--- src/rtl/intc_base_pkg.sv ---
package intc_base_pkg;

  // {enable, extended}
  typedef enum logic [1:0] {
    MODE_OFF = 2'b00,
    MODE_BAD = 2'b01,
    MODE_ON  = 2'b10,
    MODE_EXT = 2'b11
  } mode_e;

  typedef enum logic [2:0] {
    SEL_ZERO,
    SEL_ONES,
    SEL_ID,
    SEL_VER,
    SEL_TPR
  } rdsel_e;

  typedef struct packed {
    logic   cfgLoad;
    logic   idLoad;
    logic   rdFire;
    rdsel_e rdSel;
  } strobe_t;

  localparam int          PAGE_BITS = 12;
  localparam int          BOOT_BIT  = 8;
  localparam int          EXT_BIT   = 10;
  localparam int          EN_BIT    = 11;
  localparam logic [11:0] OFS_ID    = 12'h020;
  localparam logic [11:0] OFS_VER   = 12'h030;
  localparam logic [11:0] OFS_TPR   = 12'h080;

endpackage

--- src/rtl/intc_base_ctrl.sv ---
module intc_base_ctrl
  import intc_base_pkg::*;
#(
  parameter int PHYS_ADDR_W   = 36,
  parameter bit EXT_SUPPORTED = 1'b1
) (
  input  logic        clk,
  input  logic        rstN,
  input  logic        cfgWrEn,
  input  logic [63:0] cfgWrData,
  input  mode_e       curMode,
  input  logic        memValid,
  input  logic        memWrite,
  input  logic [11:0] memOffset,
  input  logic        baseHit,
  output strobe_t     stb,
  output logic        cfgFault,
  output logic        winFault
);

  localparam logic [63:0] ADDR_FIELD = ((64'd1 << PHYS_ADDR_W) - 64'd1) & ~((64'd1 << PAGE_BITS) - 64'd1);
  localparam logic [63:0] FLAG_FIELD = (64'd1 << BOOT_BIT) | (64'd1 << EXT_BIT) | (64'd1 << EN_BIT);
  localparam logic [63:0] RSVD_MASK  = ~(ADDR_FIELD | FLAG_FIELD);

  mode_e reqMode;
  logic  transOk;
  logic  extBlocked;
  logic  badWrite;
  logic  winLive;
  logic  idWrite;

  assign reqMode    = mode_e'({cfgWrData[EN_BIT], cfgWrData[EXT_BIT]});
  assign extBlocked = !EXT_SUPPORTED && cfgWrData[EXT_BIT];

  always_comb begin
    unique case (curMode)
      MODE_OFF: transOk = (reqMode == MODE_OFF) || (reqMode == MODE_ON);
      MODE_ON:  transOk = (reqMode != MODE_BAD);
      MODE_EXT: transOk = (reqMode == MODE_OFF) || (reqMode == MODE_EXT);
      default:  transOk = 1'b0;
    endcase
  end

  assign badWrite = (|(cfgWrData & RSVD_MASK)) || !transOk || extBlocked;

  assign winLive = (curMode == MODE_ON) || (curMode == MODE_EXT);
  assign idWrite = memValid && memWrite && baseHit && (memOffset == OFS_ID);

  always_comb begin
    stb.cfgLoad = cfgWrEn && !badWrite;
    stb.idLoad  = idWrite && (curMode == MODE_ON);
    stb.rdFire  = memValid && !memWrite;
    if (!baseHit)
      stb.rdSel = SEL_ZERO;
    else if (!winLive)
      stb.rdSel = SEL_ONES;
    else begin
      unique case (memOffset)
        OFS_ID:  stb.rdSel = SEL_ID;
        OFS_VER: stb.rdSel = SEL_VER;
        OFS_TPR: stb.rdSel = SEL_TPR;
        default: stb.rdSel = SEL_ZERO;
      endcase
    end
  end

  always_ff @(posedge clk) begin
    if (!rstN) begin
      cfgFault <= 1'b0;
      winFault <= 1'b0;
    end else begin
      cfgFault <= cfgWrEn && badWrite;
      winFault <= idWrite && (curMode == MODE_EXT);
    end
  end

endmodule

--- src/rtl/intc_base_dp.sv ---
module intc_base_dp
  import intc_base_pkg::*;
#(
  parameter int          PHYS_ADDR_W = 36,
  parameter logic [63:0] RESET_BASE  = 64'hFEE0_0000,
  parameter bit          BOOT_CORE   = 1'b1,
  parameter logic [31:0] VERSION     = 32'h0005_0014,
  parameter int          ID_W        = 8,
  parameter logic [ID_W-1:0] INIT_ID = '0
) (
  input  logic                   clk,
  input  logic                   rstN,
  input  strobe_t                stb,
  input  logic [63:0]            cfgWrData,
  input  logic [PHYS_ADDR_W-1:0] memAddr,
  input  logic [ID_W-1:0]        idWrVal,
  input  logic [3:0]             taskPri,
  output mode_e                  curMode,
  output logic                   baseHit,
  output logic [63:0]            cfgRdData,
  output logic                   memRdValid,
  output logic [31:0]            memRdData
);

  localparam logic [63:0] RESET_VAL = RESET_BASE | (64'd1 << EN_BIT) | (64'(BOOT_CORE) << BOOT_BIT);
  localparam int          ID_PAD    = 32 - ID_W;

  logic [63:0]     cfgReg;
  logic [ID_W-1:0] idReg;
  logic [31:0]     rdNext;

  assign curMode   = mode_e'({cfgReg[EN_BIT], cfgReg[EXT_BIT]});
  assign baseHit   = memAddr[PHYS_ADDR_W-1:PAGE_BITS] == cfgReg[PHYS_ADDR_W-1:PAGE_BITS];
  assign cfgRdData = cfgReg;

  always_comb begin
    unique case (stb.rdSel)
      SEL_ONES: rdNext = '1;
      SEL_ID:   rdNext = (curMode == MODE_EXT) ? {{ID_PAD{1'b0}}, idReg} : {idReg, {ID_PAD{1'b0}}};
      SEL_VER:  rdNext = VERSION;
      SEL_TPR:  rdNext = {24'b0, taskPri, 4'b0};
      default:  rdNext = '0;
    endcase
  end

  always_ff @(posedge clk) begin
    if (!rstN) begin
      cfgReg     <= RESET_VAL;
      idReg      <= INIT_ID;
      memRdValid <= 1'b0;
      memRdData  <= '0;
    end else begin
      if (stb.cfgLoad) cfgReg <= cfgWrData;
      if (stb.idLoad)  idReg  <= idWrVal;
      memRdValid <= stb.rdFire;
      if (stb.rdFire) memRdData <= rdNext;
    end
  end

endmodule

--- src/rtl/intc_base_top.sv ---
module intc_base_top
  import intc_base_pkg::*;
#(
  parameter int          PHYS_ADDR_W   = 36,
  parameter bit          EXT_SUPPORTED = 1'b1,
  parameter logic [63:0] RESET_BASE    = 64'hFEE0_0000,
  parameter bit          BOOT_CORE     = 1'b1,
  parameter logic [31:0] VERSION       = 32'h0005_0014,
  parameter logic [7:0]  INIT_ID       = 8'h00
) (
  input  logic                   clk,
  input  logic                   rstN,
  input  logic                   cfgWrEn,
  input  logic [63:0]            cfgWrData,
  output logic [63:0]            cfgRdData,
  output logic                   cfgFault,
  input  logic                   memValid,
  input  logic                   memWrite,
  input  logic [PHYS_ADDR_W-1:0] memAddr,
  input  logic [31:0]            memWrData,
  output logic                   memRdValid,
  output logic [31:0]            memRdData,
  output logic                   winFault,
  input  logic [3:0]             taskPri,
  output logic                   presentOut,
  output logic                   extActive
);

  localparam int ID_W = 8;

  strobe_t stb;
  mode_e   curMode;
  logic    baseHit;

  intc_base_ctrl #(
    .PHYS_ADDR_W  (PHYS_ADDR_W),
    .EXT_SUPPORTED(EXT_SUPPORTED)
  ) ctrl_i (
    .clk      (clk),
    .rstN     (rstN),
    .cfgWrEn  (cfgWrEn),
    .cfgWrData(cfgWrData),
    .curMode  (curMode),
    .memValid (memValid),
    .memWrite (memWrite),
    .memOffset(memAddr[11:0]),
    .baseHit  (baseHit),
    .stb      (stb),
    .cfgFault (cfgFault),
    .winFault (winFault)
  );

  intc_base_dp #(
    .PHYS_ADDR_W(PHYS_ADDR_W),
    .RESET_BASE (RESET_BASE),
    .BOOT_CORE  (BOOT_CORE),
    .VERSION    (VERSION),
    .ID_W       (ID_W),
    .INIT_ID    (INIT_ID)
  ) dp_i (
    .clk       (clk),
    .rstN      (rstN),
    .stb       (stb),
    .cfgWrData (cfgWrData),
    .memAddr   (memAddr),
    .idWrVal   (memWrData[31:32-ID_W]),
    .taskPri   (taskPri),
    .curMode   (curMode),
    .baseHit   (baseHit),
    .cfgRdData (cfgRdData),
    .memRdValid(memRdValid),
    .memRdData (memRdData)
  );

  assign presentOut = cfgRdData[EN_BIT];
  assign extActive  = cfgRdData[EXT_BIT];

endmodule

--- config.mk ---
export PLATFORM = sky130hd
export DESIGN_NAME = intc_base_top
export DESIGN_NICKNAME = d
export VERILOG_FILES = /design/src/rtl/intc_base_pkg.sv /design/src/rtl/intc_base_ctrl.sv /design/src/rtl/intc_base_dp.sv /design/src/rtl/intc_base_top.sv
export SDC_FILE = /design/constraint.sdc
export NUM_CORES = 1
export LEC_CHECK = 0
export ABC_AREA = 0
export BUFFER_PORTS_ARGS = -buffer_cell sky130_fd_sc_hd__buf_2
export CAP_MARGIN = 20
export CORE_MARGIN = 4
export CORE_UTILIZATION = 43
export DETAILED_ROUTE_END_ITERATION = 8
export PLACE_DENSITY_LB_ADDON = 0.05
export SETUP_SLACK_MARGIN = 0.4
export SYNTH_ARGS = -nofsm -noshare
export SYNTH_HDL_FRONTEND = slang
export SYNTH_SLANG_ARGS = --single-unit
--- constraint.sdc ---
create_clock -name clk -period 2.35 [get_ports clk]
set_input_delay 0.1175 -clock clk [delete_from_list [all_inputs] [get_ports clk]]
set_output_delay 0.1175 -clock clk [all_outputs]
set_load 0.05 [all_outputs]
# [Word level (Yosys, flattened, before mapping)]
# Index checks and enable logic that the tools add are counted.
[classes] mux=6 n_reduce_logical=18 eq_ne=13
[ops] operator="$pmux W32 S4" count=1
[ops] operator="$reduce_or A37 Y1" count=1
[ops] operator="$mux W32" count=1
[ops] operator="$eq A12 B6 Y1 const B" count=2
[ops] operator="$eq A24 B24 Y1" count=1
[ops] operator="$eq A12 B8 Y1 const B" count=1
[ops] operator="$pmux W3 S3" count=1
[ops] operator="$eq A2 B2 Y1 const B" count=4
[ops] operator="$logic_and A1 B1 Y1" count=8
[ops] operator="$eq A3 B2 Y1 const B" count=2
[ops] operator="$mux W3" count=2
[ops] operator="$logic_not A2 Y1" count=2
[ops] operator="$logic_or A1 B1 Y1" count=4
[ops] operator="$eq A3 B1 Y1 const B" count=1
[ops] operator="$eq A3 B3 Y1 const B" count=1
[ops] operator="$logic_not A1 Y1" count=3
[ops] operator="$pmux W1 S3" count=1
[ops] operator="$ne A2 B1 Y1 const B" count=1
[word_totals] wordCells=43 output_inout_bits=101 regBits=107 inputBits=141

# [Longest topological paths before layout]
# Gate-level depths: netlist of the first run.
[depth] ltp_word=7 depth_mapped=9 depth_no_buf=7

# [By module]
# A second synthesis of the first run with hierarchy kept.
[unflattened] cells_unflattened=416 area_unflattened_um2=4137.7
[modules_own_cells] module="intc_base_dp" n_inst=1 cells_each=370 seq_area_each_um2=1821.7 area_each_um2=3813.7
[modules_own_cells] module="intc_base_ctrl" n_inst=1 cells_each=44 seq_area_each_um2=40.0 area_each_um2=309.0
[modules_own_cells] module="intc_base_top" n_inst=1 cells_each=2 seq_area_each_um2=0.0 area_each_um2=15.0

# [Worst setup path before layout of the first run]
# No wires, ideal clock.
[synth_path] path_kind="flip-flop to flip-flop" start="reg dp_i.cfgReg[10], in the netlist dp_i.cfgRdData[10]" end="reg dp_i.cfgReg[11], in the netlist dp_i.cfgRdData[11]" synth_period_minus_slack_ps=2553 arrival_time_ps=2416 setup_slack_ps=-203 required_time_ps=2213 stages_incl_launch_ff=9 cell_sequence="dfxtp_1 > ha_1 > o21ai_0 > a2111o_1 > or4_1 > buf_6 > buf_6 > o21ai_1 > nand3_1"
[synth_between] elab_chain_len=6 elab_cells_between_ends=8 classes_between="eq/ne: 2; mux: 1; reduce/logical: 5"
[synth_lines] item="start, declared" line_no="intc_base_dp.sv:28" text="logic [63:0] cfgReg;"
[synth_lines] item="start signal, assigned" line_no="intc_base_dp.sv:53" text="if (stb.cfgLoad) cfgReg <= cfgWrData;"
[synth_lines] item="$eq A2 B2 Y1 or $logic_not A2 Y1 (tied branches)" line_no="intc_base_ctrl.sv:36" text="unique case (curMode)"
[synth_lines] item="$pmux W1 S3 *" line_no="intc_base_ctrl.sv:36"
[synth_lines] item="$logic_not A1 Y1 *" line_no="intc_base_ctrl.sv:44" text="assign badWrite = (|(cfgWrData & RSVD_MASK)) || !transOk || extBlocked;"
[synth_lines] item="$logic_or A1 B1 Y1 *" line_no="intc_base_ctrl.sv:44"
[synth_lines] item="$logic_not A1 Y1 *" line_no="intc_base_ctrl.sv:50" text="stb.cfgLoad = cfgWrEn && !badWrite;"
[synth_lines] item="$logic_and A1 B1 Y1 *" line_no="intc_base_ctrl.sv:50"
# Mark *: on every way between the ends. The rest lies on a longest branch, timed or not.
# A chain may end at the register's enable or synchronous reset.

# [Worst setup path after layout of the first run]
[layout_path] start="reg dp_i.cfgReg[10], in the netlist dp_i.cfgRdData[10]" end="reg dp_i.cfgReg[50], in the netlist dp_i.cfgRdData[50]"
# Same word-level chain as after synthesis.

==> results by group, run 1 <==
Floorplan
  • Row cnt: 34
  • Die Ht: 104 um
  • Die ar.: 10700 um2
  • Num ports: 242
  • Core ar.: 8810 um2
  • Die Width: 104 um
  • Starting Density: 44.6%

Power
  • PD cells: 505 nW/um2
  • Standby leakage power: 2.80 nW
  • VDD IR max: 0.235 mV

Layout
  • Number of fill cells: 765
  • Area growth syn-to-layout: 49.3%
  • Layout cell share with drive strength beyond 1: 45.4%
  • Fin area: 5860 um2
  • Final nets: 813
  • Final Util: 66.5%
  • Diode count: 0

Detailed routing
  • Vias: 4085
  • Initial drt markers: 138
  • Post-DR vias/cell: 5.22
  • DR pass1 iterations: 4
  • WL final: 12.6 mm
  • Post-route ant nets: 0
  • WL/cell: 16.1 um
  • # DRC: 0

Critical path
  • Worst Path Max Fanout: 5
  • CP max stage cell: a2111o_1
  • Required @ worst endpoint: 2.60 ns
  • CP max stage delay: 0.39 ns
  • CP endpoint kind: flip-flop
  • Critical Path Start Type: flip-flop
  • Worst-path cell chain: inv_2 > ha_4 > o21ai_2 > a2111o_1 > buf_6 > nor4_4 > nand2_2 > buf_4 > buf_12 > and3_1
  • CP arrival: 2.32 ns
  • WS Path Type: reg2reg

Timing
  • Fmax: 0.484 GHz
  • Max-slew violations: 0
  • Final hold viol count: 0
  • Slew @ Worst Pin: 0.889 ns
  • Setup TNS: 0 ns
  • Hold slack: 0.000540 ns
  • Final setup viols: 0
  • RSZ-0062 raised after global routing: true
  • Max_slew headroom: 40.7%
  • Final period utilization: 88.0%
  • Fin Clk Skew: 0.0154 ns
  • Min Clock Period, post-route: 2.07 ns

Synth
  • Synth top area cells: dfxtp_1, and3_1, nand3_1
  • Synth top area share: 47.4%
  • Yosys Warn Count: 0
  • Syn nets: 576
  • Cell accounting for the most synthesized area: dfxtp_1
  • Synth cell types: 44
  • Sequential fraction of the synthesis area: 47.4%
  • Mapped cell area: 3930 um2
  • Flops & latches, synth: 93
  • Mapped Avg Cell Area: 9.09 um2
  • Synth Instances: 432

Clock network
  • Cts bufs inserted: 9
  • Clk Tree Root Cell: clkbuf_8
  • H-tree Lvls: 3
  • CTS sink count: 93
  • Clock latency on the worst-skew pair: 0.36 ns
  • CTS Buffer Depth: 2
  • TritonCTS clock tree: built
  • Clk pin slew, worst setup/hold paths: 0.10 ns

Status
  • Status: finished clean

Placement
  • Routability Congestion: 0.862
  • DP Wirelength: 9.23 mm
  • DP Area: 5060 um2
  • I/O Buffers: 217

Global routing
  • Largest net degree at the start of global routing: 67
  • Antenna violations before repair: 0
  • Number of global-route vias before repair: 4047
  • First-pass GRT wire length: 20.1 mm
  • GRT Total Usage: 22.7%
  • Grt ovf: 0

Hold path
  • Hold WC Path Type: in2reg

Job
  • Max-Cap Viols: 0
## kinds of logic (layout without fill, tap and decap cells)
kind of cell,Yosys count,in the layout,share of synthesized area [%]
mux,8,8,2.04
buf+inv,48,290,6.89
xor+xnor,24,24,5.36
flops,93,93,47.4
simple gates,174,174,25.1
compound gates,82,82,12.2
fa+ha+maj,3,3,0.956
## synthesized netlist by cell type, drive strengths merged
master / number
nor4: 22
o21ai: 41
a2111o: 1
or4bb: 2
and3: 37
dfxtp: 93
or4: 3
mux2i: 8
nand2b: 1
nand2: 39
nor3b: 1
or3: 2
nor2b: 2
nor2: 3
nor4b: 1
a21oi: 22
or2: 1
a221oi: 1
nand4: 8
xor2: 24
nand3b: 1
ha: 3
and4: 1
clkbuf: 20
o211a: 1
a22o: 1
a21boi: 8
nor3: 4
inv: 4
nand4b: 1
nand3: 44
buf: 24
and2: 1
a31o: 1
a22oi: 3
a221o: 3
## flip-flops by register name, summed over array words and instances (netlist names)
signal and cells:
dp_i.cfgRdData 64, dp_i.memRdData 18, dp_i.idReg 8, ctrl_i.cfgFault 1, ctrl_i.winFault 1, dp_i.memRdValid 1
## metrics by stage
step / power [mW] / worst slack (ns) / std cells
floorplan: 1.69 / 0.142 / 432
finish: 2.96 / 0.282 / 782
global placement: 1.82 / 0.170 / 728
CTS: 2.97 / 0.287 / 777
global route: 3.07 / 0.179 / 782
detailed placement: 1.82 / 0.136 / 728
## cell type report
| cell class | instances | area (um2) | area share [%] |
|---|---|---|---|
| Multi-Input combinational cell | 291 | 1950 | 33.4 |
| Inverter | 4 | 15.0 | 0.256 |
| Tap cell | 108 | 135 | 2.31 |
| Timing Repair Buffer | 270 | 1670 | 28.5 |
| Sequential cell | 93 | 1870 | 32.0 |
| Clock buffer | 9 | 124 | 2.11 |
| Clock inverter | 7 | 87.6 | 1.49 |
## where the power goes
part | switching (mW) | leakage [nW] | internal (mW) | total, mW
logic | 0.124 | 1.94 | 0.123 | 0.248
registers | 0.000308 | 0.751 | 1.57 | 1.57
clock network | 0.619 | 0.108 | 0.519 | 1.14
## timing repair
| action | 4_1_cts | 5_1_grt |
|---|---|---|
| endpoints found under the hold margin | 22 | 1 |
| pin swaps | 1 | 20 |
| endpoints found under the setup margin | 88 | 90 |
| buffers inserted | 8 | 3 |
| hold buffers | 22 | 1 |
| resized for setup | 20 | 47 |
| gates cloned | 3 | 1 |
## worst max-delay path: cells and delay by family (launching register included)
family / cells / cell delay (ns)
AND/OR/NAND/NOR: 3 / 0.49
adder cells (fa/ha/maj): 1 / 0.15
buffers and inverters: 4 / 0.49
AO/OA/AOI/OAI: 2 / 0.45
flip-flops: 1 / 0.38
## metal layers
layer / part of all wire (%) / GRT usage, %
met1: 40 / 26.6
met2: 49 / 38.9
met3: 7.8 / 6.53
met4: 3.3 / 9.40
met5: 0 / 0
## layout by cell type (no fill, tap or decap), drive strengths merged, types with 3 or more instances in the layout
master,n
buf,246
dfxtp,93
nand3,44
o21ai,41
nand2,39
and3,37
xor2,24
dlygate4sd3,23
a21oi,22
nor4,22
clkbuf,10
nand4,8
a21boi,8
mux2i,8
inv,8
nor3,4
a221o,3
or4,3
nor2,3
a22oi,3
ha,3
## final timing paths
path / from / to / slack, ns / cells past startpoint
worst min-delay path: cfgWrData[34] / dp_i.cfgRdData[34]$_SDFFE_PN0P_ / 0.0005 / 3
worst min register to register: dp_i.memRdData[30]$_SDFFE_PN0P_ / dp_i.memRdData[30]$_SDFFE_PN0P_ / 0.45 / 2
worst max-delay path: dp_i.cfgRdData[10]$_SDFFE_PN0P_ / dp_i.cfgRdData[50]$_SDFFE_PN0P_ / 0.28 / 10
worst max register to register: dp_i.cfgRdData[10]$_SDFFE_PN0P_ / dp_i.cfgRdData[50]$_SDFFE_PN0P_ / 0.28 / 10
Note: power is estimated with default switching activity, not from simulation.
==> inputs of run 2 (changes only) <==
Settings changed: MAX_ROUTING_LAYER set to met4, SKIP_CTS_REPAIR_TIMING set to 1.
==> run 2 against run 1 <==
The flow now finishes with violations (negative hold slack). Die area is the same. Critical endpoint is now dp_i.cfgRdData[31]$_SDFFE_PN1P_. Worst setup slack got worse by 0.11 ns. Utilization decreased by 2.1 points. Largest power group unchanged.
==> results by group, run 2 (synthesized netlist as in run 1, its figures left out) <==
Timing
  • Setup ws final: 0.171 ns
  • Setup TNS: 0 ns
  • Hold slack: -0.00565 ns
  • Max_slew headroom: 31.7%
  • Final period utilization: 92.7%
  • Final setup viols: 0
  • RSZ-0062 raised after global routing: true
  • Slew @ Worst Pin: 1.02 ns
  • Fmax: 0.459 GHz
  • Fin Clk Skew: 0.0131 ns
  • Max-slew violations: 0
  • Final hold viol count: 5
  • Min Clock Period, post-route: 2.18 ns

Layout
  • Number of fill cells: 781
  • Diode count: 0
  • Area growth syn-to-layout: 44.6%
  • Multi-input combinational cell area: 1960 um2
  • FF+latch area: 1870 um2
  • Final nets: 798
  • Layout cell share with drive strength beyond 1: 46.1%
  • Most common cell after layout, fill and taps aside: buf_2
  • Most frequent cells in the layout: buf_2, dfxtp_1, nand3_1
  • Max reg flops: 64

Floorplan
  • Row cnt: 34
  • Starting Density: 44.6%
  • Die ar.: 10700 um2
  • Core ar.: 8810 um2
  • Num ports: 242
  • Die Ht: 104 um
  • Die Width: 104 um

Critical path
  • Buffers and inverters on the worst path: 2
  • R2R depth: 8
  • Start of the worst register-to-register path: dp_i.cfgRdData[10]$_SDFFE_PN0P_
  • CP endpoint kind: flip-flop
  • Worst-path cell chain: inv_4 > ha_4 > o21ai_2 > a2111o_1 > or4_4 > clkbuf_16 > o21ai_1 > nand3_1
  • Critical Path Start Type: flip-flop
  • WS Path Type: reg2reg
  • FF-to-FF setup slack: 0.17 ns
  • CP arrival: 2.40 ns
  • Required @ worst endpoint: 2.57 ns
  • Delay-heaviest family, CP: simple AND/OR/NAND/NOR gates
  • CP max stage cell: or4_4
  • CP max stage delay: 0.56 ns
  • Worst Path Max Fanout: 7
  • Crit Reg-Reg Endpoint: dp_i.cfgRdData[31]$_SDFFE_PN1P_

Global routing
  • First-pass GRT wire length: 19.0 mm
  • Antenna violations before repair: 0
  • M3 GR Usage: 5.10%
  • GRT met2 Usage: 37.2%
  • Number of global-route vias before repair: 3843
  • Grt met1 use: 25.9%
  • Largest net degree at the start of global routing: 67
  • Grt ovf: 0
  • GRT Total Usage: 22.1%
  • Grt peak-use layer: met2

Detailed routing
  • Vias: 4007
  • Post-route ant nets: 0
  • WL final: 12.5 mm
  • DR pass1 iterations: 4
  • Initial drt markers: 136
  • # DRC: 0
  • WL/cell: 16.3 um
  • Post-DR vias/cell: 5.22

Placement
  • I/O Buffers: 217
  • DP Wirelength: 9.23 mm
  • Pre-CTS setup slack: 0.136 ns
  • Routability Congestion: 0.876

Clock network
  • CTS Buffer Depth: 2
  • H-tree Lvls: 3
  • CTS sink count: 93
  • Clk pin slew, worst setup/hold paths: 0.09 ns
  • Clock latency on the worst-skew pair: 0.36 ns
  • Clk Tree Root Cell: clkbuf_8
  • Cts bufs inserted: 9
  • TritonCTS clock tree: built

Hold path
  • Hold WC Path Type: in2reg
  • WHS Path Cells: 3
  • Hold EP: dp_i.cfgRdData[27]$_SDFFE_PN1P_
  • HP Start: cfgWrData[27]

Power
  • VDD IR max: 0.232 mV
  • PD cells: 517 nW/um2
  • Power Total: 2.94 mW
  • Standby leakage power: 2.73 nW

Status
  • Failing checks: negative hold slack
  • Status: complete, but fails checks

Job
  • Max-Cap Viols: 0
run 2: metrics by stage:
step,hold WS (ns),utilization (%),cells,cell area [um2]
final,-0.00565,64.5,767,5680
after global routing,0.00113,64.5,767,5680
after CTS,-0.0213,59.9,744,5270
after detailed placement,0.357,57.5,728,5060
after global placement,0.349,57.5,728,5060
after floorplan,0.251,-,432,3960
run 2: power by group:
part	leakage (nW)	total [mW]	internal [mW]	switching, mW
logic	1.87	0.232	0.111	0.122
registers	0.751	1.57	1.57	0.000296
clock network	0.108	1.13	0.518	0.612
run 2: worst min-delay path: stages:
cell     delay, ns
buf_2         0.08
nand3_1       0.05
nand3_1       0.07
run 2: worst max path at each step:
stage               slack (ns)                              end  cells past startpoint                             from
floorplan                 0.14       dp_i.idReg[0]$_SDFFE_PN0P_                      6  dp_i.cfgRdData[11]$_SDFFE_PN1P_
global placement          0.17   dp_i.cfgRdData[8]$_SDFFE_PN1P_                      7                    cfgWrData[41]
detailed placement        0.14  dp_i.cfgRdData[21]$_SDFFE_PN1P_                      7                    cfgWrData[41]
CTS                       0.13  dp_i.cfgRdData[21]$_SDFFE_PN1P_                      8  dp_i.cfgRdData[10]$_SDFFE_PN0P_
global route              0.09  dp_i.cfgRdData[12]$_SDFFE_PN0P_                     10  dp_i.cfgRdData[10]$_SDFFE_PN0P_
finish                    0.17  dp_i.cfgRdData[31]$_SDFFE_PN1P_                      8  dp_i.cfgRdData[10]$_SDFFE_PN0P_
run 2: layout make-up:
class / count / area share, %
Tap cell: 108 / 2.38
Inverter: 4 / 0.309
Sequential cell: 93 / 33.0
Clock inverter: 7 / 1.54
Clock buffer: 9 / 2.18
Multi-Input combinational cell: 291 / 34.5
Timing Repair Buffer: 255 / 26.1
run 2: routing by layer:
layer,part of all wire [%],wire length (um)
met3,6.8,849
met2,49,6200
met5,0,0
met1,41,5190
met4,2.3,282
==> inputs of run 3 (changes only) <==
Settings changed: CORE_UTILIZATION 43 to 46.
Clock period 2.35 ns to 2.6 ns, I/O delays scaled along.
==> run 3 against run 2 <==
Largest cell class is now flip-flops and latches. The run still ends with negative hold slack left. Sequential cell count unchanged. Sequential power fell by 9.6%. Routed wire length shrank 3.0%.
==> results by group, run 3 (synthesized netlist as in run 1, its figures left out) <==
Timing
  • Fmax: 0.473 GHz
  • Hold slack: -0.0106 ns
  • Slew @ Worst Pin: 1.02 ns
  • Max_slew headroom: 31.9%
  • Final setup viols: 0
  • RSZ-0062 raised after global routing: true
  • Setup TNS: 0 ns
  • Max-slew violations: 0
  • Min Clock Period, post-route: 2.12 ns
  • Fin Clk Skew: 0.0137 ns
  • Final hold viol count: 5
  • Final period utilization: 81.4%

Global routing
  • GRT Total Usage: 23.3%
  • First-pass GRT wire length: 18.1 mm
  • Antenna violations before repair: 1
  • Largest net degree at the start of global routing: 67
  • Number of global-route vias before repair: 3763
  • Grt ovf: 0

Power
  • PD cells: 479 nW/um2
  • Power Total: 2.57 mW
  • Standby leakage power: 2.61 nW
  • VDD IR max: 0.267 mV

Clock network
  • Clock latency on the worst-skew pair: 0.37 ns
  • Clk Tree Root Cell: clkbuf_8
  • Cts bufs inserted: 9
  • CTS sink count: 93
  • Clk pin slew, worst setup/hold paths: 0.10 ns
  • TritonCTS clock tree: built
  • CTS Buffer Depth: 2
  • H-tree Lvls: 3

Layout
  • Max reg flops: 64
  • Final nets: 779
  • Layout cell share with drive strength beyond 1: 41.9%
  • Most common cell after layout, fill and taps aside: buf_2
  • Most frequent cells in the layout: buf_2, dfxtp_1, nand3_1
  • Area growth syn-to-layout: 37.0%

Placement
  • I/O Buffers: 217
  • Routability Congestion: 0.921
  • DP Wirelength: 9.03 mm

Detailed routing
  • WL/cell: 16.3 um
  • # DRC: 0
  • Post-route ant nets: 0
  • Post-DR vias/cell: 5.31
  • DR pass1 iterations: 4
  • Vias: 3963
  • WL final: 12.1 mm
  • Initial drt markers: 140

Floorplan
  • Row cnt: 33
  • Die Width: 100 um
  • Num ports: 242
  • Core ar.: 8260 um2
  • Die Ht: 100 um
  • Die ar.: 10100 um2
  • Starting Density: 47.5%

Critical path
  • Critical Path Start Type: flip-flop
  • CP endpoint kind: flip-flop
  • Required @ worst endpoint: 2.82 ns
  • Worst Path Max Fanout: 13
  • CP arrival: 2.33 ns
  • WS Path Type: reg2reg

Status
  • Failing checks: negative hold slack
  • Status: complete, but fails checks

Hold path
  • Hold WC Path Type: in2reg

Job
  • Max-Cap Viols: 0
-- run 3: path summary, 6_finish.rpt --
check,startpoint,endpoint,slack (ns),depth (start not counted)
hold reg to reg,dp_i.memRdData[0]$_SDFFE_PN0P_,dp_i.memRdData[0]$_SDFFE_PN0P_,0.46,2
hold / removal,cfgWrData[22],dp_i.cfgRdData[22]$_SDFFE_PN1P_,-0.01,3
setup / recovery,dp_i.cfgRdData[10]$_SDFFE_PN0P_,dp_i.cfgRdData[30]$_SDFFE_PN1P_,0.48,8
setup reg to reg,dp_i.cfgRdData[10]$_SDFFE_PN0P_,dp_i.cfgRdData[30]$_SDFFE_PN1P_,0.48,8
-- run 3: cell type report --
class	count	area, um2
fill	734	2880
sequential	93	1870
multi-input combinational	291	1860
timing repair buffer	236	1300
tap	105	131
clock buffer	9	124
clock inverter	7	80.1
inverter	4	15.0
antenna	1	2.50
-- run 3: critical path, cell delays in order (launching register included) --
cell and delay (ns):
dfxtp_4 0.37, inv_1 0.08, ha_4 0.15, o21ai_1 0.08
a2111o_1 0.38, or4_4 0.50, clkbuf_16 0.20, o21ai_1 0.11
nand3_1 0.09
-- run 3: per-layer routing --
metal / wire, um / global-route usage (%) / vias to the layer above
li1: - / - / 1937
met1: 5000 / 28.4 / 1836
met2: 6040 / 39.2 / 170
met3: 848 / 3.47 / 20
met4: 256 / 8.60 / 0
met5: 0 / - / -
-- run 3: through the flow --
stage	hold slack [ns]	cell area, um2	setup WS, ns	cells	utilization (%)
5_1_grt	-0.00674	5380	0.375	746	65.1
3_5_place_dp	0.364	5000	0.193	720	60.6
6_report	-0.0106	5380	0.484	746	65.1
2_1_floorplan	0.263	3960	0.388	432	-
4_1_cts	-0.0241	5210	0.202	736	63.1
3_3_place_gp	0.362	5000	0.280	720	60.6
-- run 3: report_power, final --
group / switching (mW) / leakage (nW) / internal, mW
registers: 0.000264 / 0.750 / 1.42
clock network: 0.580 / 0.0994 / 0.382
logic: 0.102 / 1.76 / 0.0867
total: 0.682 / 2.61 / 1.89
